==> config.mk <==
export PLATFORM = sky130hd
export DESIGN_NAME = chop_ctrl
export DESIGN_NICKNAME = d
export VERILOG_FILES = /design/src/rtl/chop_pkg.sv /design/src/rtl/chop_elapsed.sv /design/src/rtl/chop_seq.sv /design/src/rtl/chop_dead_leg.sv /design/src/rtl/chop_ctrl.sv
export SDC_FILE = /design/constraint.sdc
export NUM_CORES = 1
export LEC_CHECK = 0
export BUFFER_PORTS_ARGS = -buffer_cell sky130_fd_sc_hd__buf_2
export CORE_ASPECT_RATIO = 1.5
export CORE_UTILIZATION = 60
export CTS_CLUSTER_DIAMETER = 60
export CTS_CLUSTER_SIZE = 40
export DETAILED_ROUTE_END_ITERATION = 12
export PLACE_DENSITY = 0.79
export SYNTH_ARGS = -nofsm -noshare
export SYNTH_HDL_FRONTEND = slang
export SYNTH_SLANG_ARGS = --single-unit
==> constraint.sdc <==
create_clock -name clk_i -period 2.38 [get_ports clk_i]
set_input_delay 0.238 -clock clk_i [delete_from_list [all_inputs] [get_ports clk_i]]
set_output_delay 0.238 -clock clk_i [all_outputs]
set_load 0.01 [all_outputs]
==> src/rtl/chop_pkg.sv <==
`timescale 1ns/1ps
package chop_pkg;

    typedef enum logic [2:0] {
        PH_IDLE  = 3'd0,
        PH_DRIVE = 3'd1,
        PH_FAST  = 3'd2,
        PH_SLOW  = 3'd3,
        PH_COAST = 3'd4
    } phase_e;

    typedef enum logic [1:0] {
        LEG_OFF  = 2'd0,
        LEG_HIGH = 2'd1,
        LEG_LOW  = 2'd2
    } leg_e;

    typedef struct packed {
        leg_e a;
        leg_e b;
    } bridge_t;

    localparam logic [1:0] DECAY_SLOW  = 2'b00;
    localparam logic [1:0] DECAY_MIXED = 2'b01;

    // Leg states wanted for a chopping phase and current sign.
    function automatic bridge_t bridge_for(input phase_e ph, input logic neg);
        bridge_t r;
        r.a = LEG_OFF;
        r.b = LEG_OFF;
        case (ph)
            PH_DRIVE: begin
                r.a = neg ? LEG_LOW  : LEG_HIGH;
                r.b = neg ? LEG_HIGH : LEG_LOW;
            end
            PH_FAST: begin
                r.a = neg ? LEG_HIGH : LEG_LOW;
                r.b = neg ? LEG_LOW  : LEG_HIGH;
            end
            PH_SLOW: begin
                r.a = LEG_LOW;
                r.b = LEG_LOW;
            end
            default: begin
                r.a = LEG_OFF;
                r.b = LEG_OFF;
            end
        endcase
        return r;
    endfunction

endpackage

==> src/rtl/chop_elapsed.sv <==
`timescale 1ns/1ps
// Counts cycles since the last period start; saturates at the period end.
module chop_elapsed #(
    parameter int PERIOD_CYC = 1000,
    parameter int CNT_W      = 10
) (
    input  logic             clk_i,
    input  logic             rst_ni,
    input  logic             restart_i,
    output logic [CNT_W-1:0] elapsed_o
);

    localparam logic [CNT_W-1:0] LAST_C = CNT_W'(PERIOD_CYC - 1);

    logic [CNT_W-1:0] cnt_d, cnt_q;

    always_comb begin
        cnt_d = cnt_q;
        if (restart_i) begin
            cnt_d = '0;
        end else if (cnt_q != LAST_C) begin
            cnt_d = cnt_q + 1'b1;
        end
    end

    always_ff @(posedge clk_i or negedge rst_ni) begin
        if (!rst_ni) begin
            cnt_q <= LAST_C;
        end else begin
            cnt_q <= cnt_d;
        end
    end

    assign elapsed_o = cnt_q;

endmodule

==> src/rtl/chop_seq.sv <==
`timescale 1ns/1ps
// Phase sequencer: drive, blanking, trip, decay until the next tick.
module chop_seq
    import chop_pkg::*;
#(
    parameter int CNT_W     = 10,
    parameter int BLANK_CYC = 188,
    parameter int MIX_CYC   = 750
) (
    input  logic             clk_i,
    input  logic             rst_ni,
    input  logic             en_i,
    input  logic             tick_i,
    input  logic             trip_i,
    input  logic             near_zero_i,
    input  logic [1:0]       decay_sel_i,
    input  logic             cur_neg_i,
    input  logic             cur_decr_i,
    input  logic [CNT_W-1:0] elapsed_i,
    output logic             restart_o,
    output phase_e           phase_o,
    output logic             neg_o
);

    localparam logic [CNT_W-1:0] BLANK_C = CNT_W'(BLANK_CYC);
    localparam logic [CNT_W-1:0] MIX_C   = CNT_W'(MIX_CYC);

    typedef struct packed {
        phase_e     ph;
        logic       neg;
        logic [1:0] mode;
        logic       decr;
    } seq_t;

    seq_t   seq_d, seq_q;
    phase_e entry_ph;
    logic   past_blank, past_mix, mixed_q;

    assign past_blank = (elapsed_i >= BLANK_C);
    assign past_mix   = (elapsed_i >= MIX_C);
    assign mixed_q    = (seq_q.mode == DECAY_MIXED);

    // Decay phase entered on a trip, from the settings taken at the tick.
    always_comb begin
        if (seq_q.mode[1]) begin
            entry_ph = PH_FAST;
        end else if (mixed_q && seq_q.decr && !past_mix) begin
            entry_ph = PH_FAST;
        end else begin
            entry_ph = PH_SLOW;
        end
    end

    always_comb begin
        seq_d = seq_q;
        if (!en_i) begin
            seq_d.ph = PH_IDLE;
        end else if (tick_i) begin
            seq_d.ph   = PH_DRIVE;
            seq_d.neg  = cur_neg_i;
            seq_d.mode = decay_sel_i;
            seq_d.decr = cur_decr_i;
        end else begin
            case (seq_q.ph)
                PH_DRIVE: begin
                    if (trip_i && past_blank) begin
                        seq_d.ph = entry_ph;
                    end
                end
                PH_FAST: begin
                    if (near_zero_i) begin
                        seq_d.ph = PH_COAST;
                    end else if (mixed_q && past_mix) begin
                        seq_d.ph = PH_SLOW;
                    end
                end
                default: begin
                    seq_d.ph = seq_q.ph;
                end
            endcase
        end
    end

    always_ff @(posedge clk_i or negedge rst_ni) begin
        if (!rst_ni) begin
            seq_q <= '{ph: PH_IDLE, neg: 1'b0, mode: DECAY_SLOW, decr: 1'b0};
        end else begin
            seq_q <= seq_d;
        end
    end

    assign restart_o = en_i && tick_i;
    assign phase_o   = seq_q.ph;
    assign neg_o     = seq_q.neg;

endmodule

==> src/rtl/chop_dead_leg.sv <==
`timescale 1ns/1ps
// One half-bridge leg with break-before-make dead time.
module chop_dead_leg
    import chop_pkg::*;
#(
    parameter int DEAD_CYC = 20
) (
    input  logic clk_i,
    input  logic rst_ni,
    input  logic en_i,
    input  leg_e want_i,
    output logic hi_o,
    output logic lo_o
);

    localparam int              DW      = $clog2(DEAD_CYC + 1);
    localparam logic [DW-1:0]   DMAX_C  = DW'(DEAD_CYC);
    localparam logic [DW-1:0]   DLAST_C = DW'(DEAD_CYC - 1);

    typedef struct packed {
        leg_e          cur;
        leg_e          last;
        logic [DW-1:0] cnt;
    } leg_t;

    leg_t leg_d, leg_q;
    logic allow_on;

    // A side may turn on when it matches the last driven side or the gap is long enough.
    assign allow_on = (leg_q.last == LEG_OFF) || (leg_q.last == want_i) ||
                      (leg_q.cnt >= DLAST_C);

    always_comb begin
        leg_d = leg_q;
        if (leg_q.cur != LEG_OFF) begin
            if (!en_i || (want_i != leg_q.cur)) begin
                leg_d.cur  = LEG_OFF;
                leg_d.last = leg_q.cur;
                leg_d.cnt  = '0;
            end
        end else begin
            if (en_i && (want_i != LEG_OFF) && allow_on) begin
                leg_d.cur = want_i;
            end else if (leg_q.cnt < DMAX_C) begin
                leg_d.cnt = leg_q.cnt + 1'b1;
            end
        end
    end

    always_ff @(posedge clk_i or negedge rst_ni) begin
        if (!rst_ni) begin
            leg_q <= '{cur: LEG_OFF, last: LEG_OFF, cnt: DMAX_C};
        end else begin
            leg_q <= leg_d;
        end
    end

    assign hi_o = en_i && (leg_q.cur == LEG_HIGH);
    assign lo_o = en_i && (leg_q.cur == LEG_LOW);

endmodule

==> src/rtl/chop_ctrl.sv <==
`timescale 1ns/1ps
// Fixed-period current-chopping controller for one H-bridge.
module chop_ctrl
    import chop_pkg::*;
#(
    parameter int PERIOD_CYC = 1000,
    parameter int BLANK_CYC  = 188,
    parameter int MIX_CYC    = (PERIOD_CYC * 3) / 4,
    parameter int DEAD_CYC   = 20
) (
    input  logic       clk_i,
    input  logic       rst_ni,
    input  logic       en_i,
    input  logic       period_tick_i,
    input  logic       trip_i,
    input  logic       near_zero_i,
    input  logic [1:0] decay_sel_i,
    input  logic       cur_neg_i,
    input  logic       cur_decr_i,
    output logic       a_hi_o,
    output logic       a_lo_o,
    output logic       b_hi_o,
    output logic       b_lo_o
);

    localparam int CNT_W = (PERIOD_CYC > 1) ? $clog2(PERIOD_CYC) : 1;
    localparam int NLEG  = 2;

    logic [CNT_W-1:0] elapsed;
    logic             restart;
    phase_e           phase;
    logic             neg;
    bridge_t          want;
    leg_e             want_leg [NLEG];
    logic             leg_hi   [NLEG];
    logic             leg_lo   [NLEG];

    chop_elapsed #(
        .PERIOD_CYC (PERIOD_CYC),
        .CNT_W      (CNT_W)
    ) i_elapsed (
        .clk_i     (clk_i),
        .rst_ni    (rst_ni),
        .restart_i (restart),
        .elapsed_o (elapsed)
    );

    chop_seq #(
        .CNT_W     (CNT_W),
        .BLANK_CYC (BLANK_CYC),
        .MIX_CYC   (MIX_CYC)
    ) i_seq (
        .clk_i       (clk_i),
        .rst_ni      (rst_ni),
        .en_i        (en_i),
        .tick_i      (period_tick_i),
        .trip_i      (trip_i),
        .near_zero_i (near_zero_i),
        .decay_sel_i (decay_sel_i),
        .cur_neg_i   (cur_neg_i),
        .cur_decr_i  (cur_decr_i),
        .elapsed_i   (elapsed),
        .restart_o   (restart),
        .phase_o     (phase),
        .neg_o       (neg)
    );

    assign want        = bridge_for(phase, neg);
    assign want_leg[0] = want.a;
    assign want_leg[1] = want.b;

    for (genvar g = 0; g < NLEG; g++) begin : g_leg
        chop_dead_leg #(
            .DEAD_CYC (DEAD_CYC)
        ) i_leg (
            .clk_i  (clk_i),
            .rst_ni (rst_ni),
            .en_i   (en_i),
            .want_i (want_leg[g]),
            .hi_o   (leg_hi[g]),
            .lo_o   (leg_lo[g])
        );
    end

    assign a_hi_o = leg_hi[0];
    assign a_lo_o = leg_lo[0];
    assign b_hi_o = leg_hi[1];
    assign b_lo_o = leg_lo[1];

endmodule

# Word level (Yosys, flattened, before mapping)

Cells that the tools add are included.

Register bits: 35
Input bits: 10
Output and inout bits: 4
Word-level logic and storage cells: 105

Add/subtract/negate cells: 3
Magnitude comparators: 6
Eq/ne operators: 20
Mux-type cells: 25
Reductions and logical operators: 40

Operators with widths:

| cell                                                  | number |
|---|---|
| 2-to-1 mux 5 bit                                      | 6 |
| 2-to-1 mux 10 bit                                     | 2 |
| 2-to-1 mux 9 bit                                      | 2 |
| nonzero test 2 bit                                    | 9 |
| 2-to-1 mux 3 bit                                      | 5 |
| logical AND 1 bit                                     | 13 |
| 2-to-1 mux 2 bit                                      | 6 |
| one-hot mux 4 bit (3 select lines)                    | 1 |
| adder 10 x 1 -> 10 bit (second input constant)        | 1 |
| adder 5 x 1 -> 5 bit (second input constant)          | 2 |
| >= comparator 10 bit (second input constant)          | 1 |
| >= comparator 10 x 8 -> 1 bit (second input constant) | 1 |
| >= comparator 5 bit (second input constant)           | 2 |
| < comparator 5 bit (second input constant)            | 2 |
| != test 10 bit (second input constant)                | 1 |
| AND reduction 2 bit                                   | 5 |
| AND reduction 3 bit                                   | 3 |
| == test 2 x 1 -> 1 bit (second input constant)        | 3 |
| == test 3 x 2 -> 1 bit (second input constant)        | 2 |
| logical OR 1 bit                                      | 6 |
| one-hot mux 3 bit (2 select lines)                    | 1 |
| != test 5 x 4 -> 1 bit (second input constant)        | 1 |
| == test 2 bit                                         | 2 |
| == test 2 bit (second input constant)                 | 2 |
| other kinds (9)                                       | 15 |

# Logic depth before layout (Yosys ltp)

Gate-level depths: netlist of the first run.

Word-level depth: 9
Gate-level depth with buffers: 6
Mapped depth without buffers: 6

# By module

From an unflattened synthesis of the first run, not the netlist that was laid out.

Cell total of the unflattened synthesis: 256
Area, all modules: 2342.2 um^2

Modules (own cells, without submodules):

| module                         | instances | cells an instance | area an instance (um^2) | seq. area each (um^2) |
|---|---|---|---|---|
| chop_dead_leg (g_leg[1].i_leg) | 1         | 84                | 683.2                   | 227.7 |
| chop_dead_leg (g_leg[0].i_leg) | 1         | 64                | 586.8                   | 227.7 |
| chop_elapsed                   | 1         | 55                | 539.3                   | 260.2 |
| chop_seq                       | 1         | 43                | 464.2                   | 175.2 |
| chop_ctrl                      | 1         | 10                | 68.8                    | 0.0 |

# Worst setup path before layout of the first run

No wires, ideal clock.

Path type: register to register
Start: register g_leg[1].i_leg.leg_q[0] in the netlist's numbering
End: register g_leg[1].i_leg.leg_q[0] in the netlist's numbering
Setup time: 125 ps
Arrival time: 1862 ps
Required time: 2255 ps
Setup slack: 393 ps
Cell stages (with the launch flop): 7
Buffers on the path: 0
Period minus slack after synthesis: 1987 ps
Cell sequence: dfrtp_1 -> ha_1 -> a2111oi_0 -> o22ai_1 -> and2_1 -> nor3_2 -> mux2_4

Word-level cells in the longest chain between the ends: 5
Elaborated cells between the ends (all ways): 11
Classes of those cells: 1 x add/sub; 2 x order compare; 1 x eq/ne; 3 x mux; 4 x reduce/logical

RTL lines:

| element                          | RTL line            | source |
|---|---|---|
| start: declaration               | chop_dead_leg.sv:26 | `leg_t leg_d, leg_q;` |
| start signal: assignment         | chop_dead_leg.sv:52 | `leg_q <= '{cur: LEG_OFF, last: LEG_OFF, cnt: DMAX_C};` |
| start signal: assignment         | chop_dead_leg.sv:54 | `leg_q <= leg_d;` |
| >= comparator 5 bit              | chop_dead_leg.sv:31 | `(leg_q.cnt >= DLAST_C);` |
| logical OR 1 bit                 | chop_dead_leg.sv:30 | `assign allow_on = (leg_q.last == LEG_OFF) \|\| (leg_q.last == want_i) \|\|` |
| logical AND 1 bit                | chop_dead_leg.sv:42 | `if (en_i && (want_i != LEG_OFF) && allow_on) begin` |
| != test 2 x 1 -> 1 bit (no line) | -                   |  |
| AND reduction 3 bit (no line)    | -                   |  |

Parallel ways exist; a longest one is shown, timed or not. The select of a mux whose other input is x is not followed.
A chain may end at the register's enable or synchronous reset.

# Worst setup path in the final report of the first run

Start: register g_leg[1].i_leg.leg_q[0] in the netlist's numbering
End: register g_leg[1].i_leg.leg_q[1] in the netlist's numbering

The elaborated chain is that of the path after synthesis.

==> impl_metrics.yaml, run 1 <==
placed_design:
  io_buffer_count: 13
  hpwl_um: 3190
  gp_congestion: 0.875
  post-place-cells: 276
setup_path:
  cp-end-kind: "register"
  arrival_ns: 2.36
  critPathKind: "reg -> reg"
  start_kind: "register"
  cp.required_ns: 2.56
  cp_max_fo: 5
logic_synthesis:
  synth-main-ff-cell: "dfrtp_1"
  synthesis.area_um2: 2150
  ys_ff_latch: 35
  synth_edf_count: 0
  ys_top_cells_by_area: "dfrtp_1 (27%), dfstp_2 (15%), nor2_1 (4.0%)"
  synth_top_cell_by_area: "dfrtp_1"
  syn-instance-count: 229
  seq_area_frac_synth: 0.414
  synth.distinct_cells: 58
  avgSynthCellArea_um2: 9.39
  synth-async-reset-ratio: 1.00
  synth_nets: 243
  netlist.area_leader.share: 0.268
  yosys_warnings: 0
power:
  power_frac_comb: 0.312
  power_leakage_nw: 0.959
  peakVddDrop_uv: 635
  swShare: 0.353
  pwr-share-clk: 0.206
  p_int_mw: 1.34
  p_per_area_nw_per_um2: 887
  p_sw_uw: 729
  seqPwrFrac: 0.483
global_routing:
  grt_pass1_wl_um: 7560
  grt_antenna_before_repair: 0
  grt_use_total: 0.267
  gr-total-overflow: 0
  grt_max_degree: 36
  grt_pass1_vias: 1792
finish:
  diodes: 0
  layout.nets: 255
  layoutNonFillerInstCount: 284
  area_growth_pct: 8.44
  layout_common_cells: "nor2_1 (23), dfrtp_1 (23), nand2_1 (16)"
  drive_gt1_frac: 0.194
  postLayoutCoreUtil: 0.682
die:
  core_area_um2: 3420
  placementRows: 26
  dieHeight_um: 75.3
  die_area_um2: 3830
  die_w_um: 50.9
  pin_count: 14
  start_util: 0.629
timing:
  final.setup.tns_ns: 0
  fmax_ghz: 0.457
  period_share: 0.919
  slew_violations: 0
  rsz0062_at_grt: "no"
  skew_ns: 0.00713
  setup_violations: 0
  worstMarginPinSlew_ns: 0.759
  fin_crit_ns: 2.19
  slew_headroom: 0.494
  hold_violations: 0
clocking:
  cts_buffer_depth: 2
  cts_tree: "yes"
  clkLatencyLatePin_ns: 0.30
  root_buffer: "clkbuf_8"
  post_cts_buffers: 0
  cts_buffers: 5
  clkTransAtPathRegs_ns: 0.07
  h-tree-depth: 2
  clkSinkCount: 35
route:
  viasPerCell: 6.33
  vias: 1798
  initialDrtViolationCount: 33
  routed_wl_um: 4580
  dr.pass1.iters: 4
  routedWlPerCell_um: 16.1
  drc: 0
  ant_nets: 0
status:
  outcome: "completed"
job:
  maxCapViolations: 0
hold_path:
  hold_class: "in -> async"
==> repair_timing <==
action,4_1_cts,5_1_grt
hold buffers,0,0
hold endpoints to repair,0,0
resized for setup,0,2
endpoints found under the setup margin,0,2
==> final timing paths <==
path	start	to	slack, ns	depth (start not counted)
setup / recovery	g_leg[1].i_leg.leg_q[0]$_DFFE_PN0P_	g_leg[1].i_leg.leg_q[1]$_DFFE_PN0P_	0.19	6
hold / removal	rst_ni	g_leg[0].i_leg.leg_q[6]$_DFFE_PN0P_	0.004	1
setup reg to reg	g_leg[1].i_leg.leg_q[0]$_DFFE_PN0P_	g_leg[1].i_leg.leg_q[1]$_DFFE_PN0P_	0.19	6
hold reg to reg	i_seq.seq_q[0]$_DFFE_PN0P_	i_seq.seq_q[0]$_DFFE_PN0P_	0.52	1
max in group asynchronous	rst_ni	g_leg[1].i_leg.leg_q[1]$_DFFE_PN0P_	1.88	1
min in group clk_i	period_tick_i	i_seq.phase_o[2]$_DFFE_PN0P_	0.16	2
==> state kept, by name, summed over array words and instances, names as in the netlist <==
signal,count
g_leg.i_leg.leg_q,18
i_elapsed.elapsed_o,10
i_seq.phase_o,3
i_seq.seq_q,3
i_seq.neg_o,1
==> through the flow <==
stage / hold WS [ns] / total power, mW / setup slack [ns] / instance area (um^2)
after detailed placement: 0.352 / 1.64 / 0.143 / 2240
after global routing: 0.0728 / 2.19 / 0.0527 / 2330
final: 0.00431 / 2.07 / 0.193 / 2330
after global placement: 0.345 / 1.61 / 0.180 / 2240
after CTS: 0.0412 / 2.05 / 0.110 / 2320
after floorplan: -0.0576 / 1.47 / 0.393 / 2150
==> worst max-delay path, stage by stage, from the launching register on <==
cell       delay (ns)
dfrtp_1          0.42
ha_1             0.25
a2111oi_0        0.43
o22ai_1          0.11
and2_1           0.23
nor3_4           0.30
mux2_4           0.33
==> power by group through the flow <==
stage,registers (mW),logic (mW),clock network (mW)
detailed placement,1.00,0.637,0
CTS,0.993,0.643,0.418
floorplan,0.923,0.550,0
finish,0.998,0.645,0.425
global placement,0.995,0.616,0
global route,1.02,0.723,0.449
==> cell usage after synthesis, drive strengths merged (5+ instances only) <==
master	number
a21oi	9
clkbuf	6
dfrtp	23
dfstp	12
inv	8
mux2	6
nand2	16
nand3	6
nand4	5
nor2	23
nor2b	5
nor3	9
nor3b	5
o211ai	6
o21ai	11
==> area by class of cell <==
cell class / count / area (um^2)
Fill cell: 294 / 1080
Clock buffer: 7 / 76.3
Clock inverter: 1 / 5.00
Sequential cell: 35 / 891
Inverter: 8 / 30.0
Timing Repair Buffer: 15 / 80.1
Multi-Input combinational cell: 176 / 1200
Tap cell: 42 / 52.6
==> cell families after synthesis <==
kind of cell / Yosys count / synth area share
xor+xnor: 6 / 0.0244
fa+ha+maj: 4 / 0.0233
mux: 10 / 0.0536
buf+inv: 18 / 0.0338
compound gates: 57 / 0.194
simple gates: 99 / 0.256
flops: 35 / 0.414
==> per-layer routing <==
layer,part of all wire,routed length (um),vias to the layer above,GRT usage
met4,0.031,144,0,0.154
li1,-,-,881,-
met5,0,0,-,0
met3,0.023,106,13,0.0559
met1,0.41,1860,880,0.275
met2,0.54,2470,24,0.499
Power figures use the tool's default switching activity.
==> run 2, diff against run 1 <==
--- a/config.mk
+++ b/config.mk
@@ -5,13 +5,14 @@
 export SDC_FILE = /design/constraint.sdc
 export NUM_CORES = 1
 export LEC_CHECK = 0
-export BUFFER_PORTS_ARGS = -buffer_cell sky130_fd_sc_hd__buf_2
+export BUFFER_PORTS_ARGS = -buffer_cell sky130_fd_sc_hd__buf_4
 export CORE_ASPECT_RATIO = 1.5
 export CORE_UTILIZATION = 60
 export CTS_CLUSTER_DIAMETER = 60
 export CTS_CLUSTER_SIZE = 40
 export DETAILED_ROUTE_END_ITERATION = 12
 export PLACE_DENSITY = 0.79
+export SKIP_CTS_REPAIR_TIMING = 1
 export SYNTH_ARGS = -nofsm -noshare
 export SYNTH_HDL_FRONTEND = slang
 export SYNTH_SLANG_ARGS = --single-unit
==> run 2 against run 1 <==
Against the previous run:
- power up 13%
- setup slack lost 0.059 ns
- global-route usage grew 1.3 points
- sequential power about the same
- core utilization is 2.4 points higher
- final area up 3.5%
- sequential cell count did not move
- non-clock buffer count stayed put
- clock skew down 0.0011 ns
- count of clock-buffer cells in the layout shrank 2
- combinational power rose by 3.9%
- critical path type unchanged
- critical endpoint unchanged
- largest power group unchanged
==> impl_metrics.yaml, run 2 (synthesis gave the netlist of run 1 again) <==
global_routing:
  gr-total-overflow: 0
  grt_antenna_before_repair: 0
  grt_max_degree: 36
  busiest_layer: "met2"
  grt_pass1_vias: 1763
  use_met3: 0.0619
  grt_pass1_wl_um: 7980
  grt_use_total: 0.281
  gr-usage-met2: 0.538
  use_met1: 0.299
timing:
  worstMarginPinSlew_ns: 0.548
  rsz0062_at_grt: "no"
  fmax_ghz: 0.445
  slew_headroom: 0.635
  hold_slack_ns: 0.143
  fin_crit_ns: 2.25
  period_share: 0.944
  slew_violations: 0
  hold_violations: 0
  setup_violations: 0
  skew_ns: 0.00605
  final.setup.tns_ns: 0
  fin_ws_ns: 0.134
setup_path:
  r2r_end: "g_leg[1].i_leg.leg_q[1]$_DFFE_PN0P_"
  r2r-start: "g_leg[1].i_leg.leg_q[0]$_DFFE_PN0P_"
  ff2ff_setup_slack_ns: 0.13
  critPathKind: "reg -> reg"
  start_kind: "register"
  arrival_ns: 2.42
  cp_max_fo: 5
  crit_start: "g_leg[1].i_leg.leg_q[0]$_DFFE_PN0P_"
  r2r_cells: 6
  crit_end: "g_leg[1].i_leg.leg_q[1]$_DFFE_PN0P_"
  cp-end-kind: "register"
  cp.required_ns: 2.56
hold_path:
  hold_class: "in -> reg"
  hold_start: "period_tick_i"
finish:
  seq_area_um2: 891
  area_growth_pct: 12.2
  diodes: 0
  multiInputGateArea_um2: 1190
  layoutNonFillerInstCount: 284
  largest-register: "g_leg.i_leg.leg_q"
  layout.nets: 255
  final_area_um2: 2410
  drive_gt1_frac: 0.194
  postLayoutCoreUtil: 0.706
  largest_reg_flops: 18
  filler_cell_count: 270
  layout_common_cells: "nor2_1 (23), dfrtp_1 (23), nand2_1 (16)"
clocking:
  clkLatencyLatePin_ns: 0.30
  clkSinkCount: 35
  cts_buffers: 5
  clkTransAtPathRegs_ns: 0.07
  h-tree-depth: 2
  root_buffer: "clkbuf_8"
  cts_tree: "yes"
  cts_buffer_depth: 2
route:
  initialDrtViolationCount: 61
  dr.pass1.iters: 4
  viasPerCell: 6.50
  routedWlPerCell_um: 17.2
  routed_wl_um: 4890
  vias: 1845
  ant_nets: 0
  drc: 0
die:
  start_util: 0.629
  die_w_um: 50.9
  core_area_um2: 3420
  dieHeight_um: 75.3
  die_area_um2: 3830
  placementRows: 26
  pin_count: 14
power:
  p_per_area_nw_per_um2: 967
  pwr-share-clk: 0.279
  power_frac_comb: 0.287
  peakVddDrop_uv: 831
  p_sw_uw: 779
  p_int_mw: 1.55
  power_leakage_nw: 0.987
  seqPwrFrac: 0.434
  swShare: 0.334
  fin_total_pwr_mw: 2.33
placed_design:
  gp_congestion: 0.915
  hpwl_um: 3410
  io_buffer_count: 13
  post-place-cells: 275
  dpl_cell_area_um2: 2260
  pre_cts_ws_ns: 0.144
job:
  maxCapViolations: 0
status:
  outcome: "completed"
-- run 2: cell count changes in the layout (fill, tap and decap cells not counted), sizes merged --
cell	before	now
dlygate4sd3	0	1
clkinv	1	0
buf	15	14
bufinv	0	2
clkbuf	7	5
clkinvlp	0	1
-- run 2: power groups by stage --
stage | clock [mW] | sequential [mW] | combinational (mW)
after floorplan | 0 | 0.923 | 0.550
after global placement | 0 | 0.989 | 0.605
after detailed placement | 0 | 1.01 | 0.660
after CTS | 0.654 | 1.00 | 0.667
after global routing | 0.679 | 1.03 | 0.740
final | 0.650 | 1.01 | 0.670
-- run 2: how the worst min path moves through the flow --
stage                                           to  slack (ns)  cells after the start
5_1_grt               i_seq.phase_o[2]$_DFFE_PN0P_        0.14                      2
3_5_place_dp   g_leg[0].i_leg.leg_q[5]$_DFFE_PN0P_        0.21                      1
2_1_floorplan  g_leg[0].i_leg.leg_q[0]$_DFFE_PN0P_       -0.06                      0
6_report              i_seq.phase_o[2]$_DFFE_PN0P_        0.14                      2
3_3_place_gp   g_leg[0].i_leg.leg_q[5]$_DFFE_PN0P_        0.20                      1
4_1_cts                 i_seq.seq_q[1]$_DFFE_PN0P_       -0.10                      1
-- run 2: critical path, stage by stage, from the launching register on --
cell and delay (ns):
dfrtp_1 0.43, ha_1 0.26, a2111oi_1 0.38, o22ai_1 0.12
and2_1 0.23, nor3_2 0.38, mux2_4 0.34
-- run 2: layer usage --
layer  vias up  wire, um
li1        882         -
met1       920      1980
met2        34      2680
met3         9       130
met4         0        97
met5         -         0
-- run 2: layout make-up --
class,count,share of cell area
multi-input combinational,176,0.492
sequential,35,0.369
timing repair buffer,15,0.0477
clock buffer,5,0.0285
clock inverter,3,0.0280
tap,42,0.0218
inverter,8,0.0124
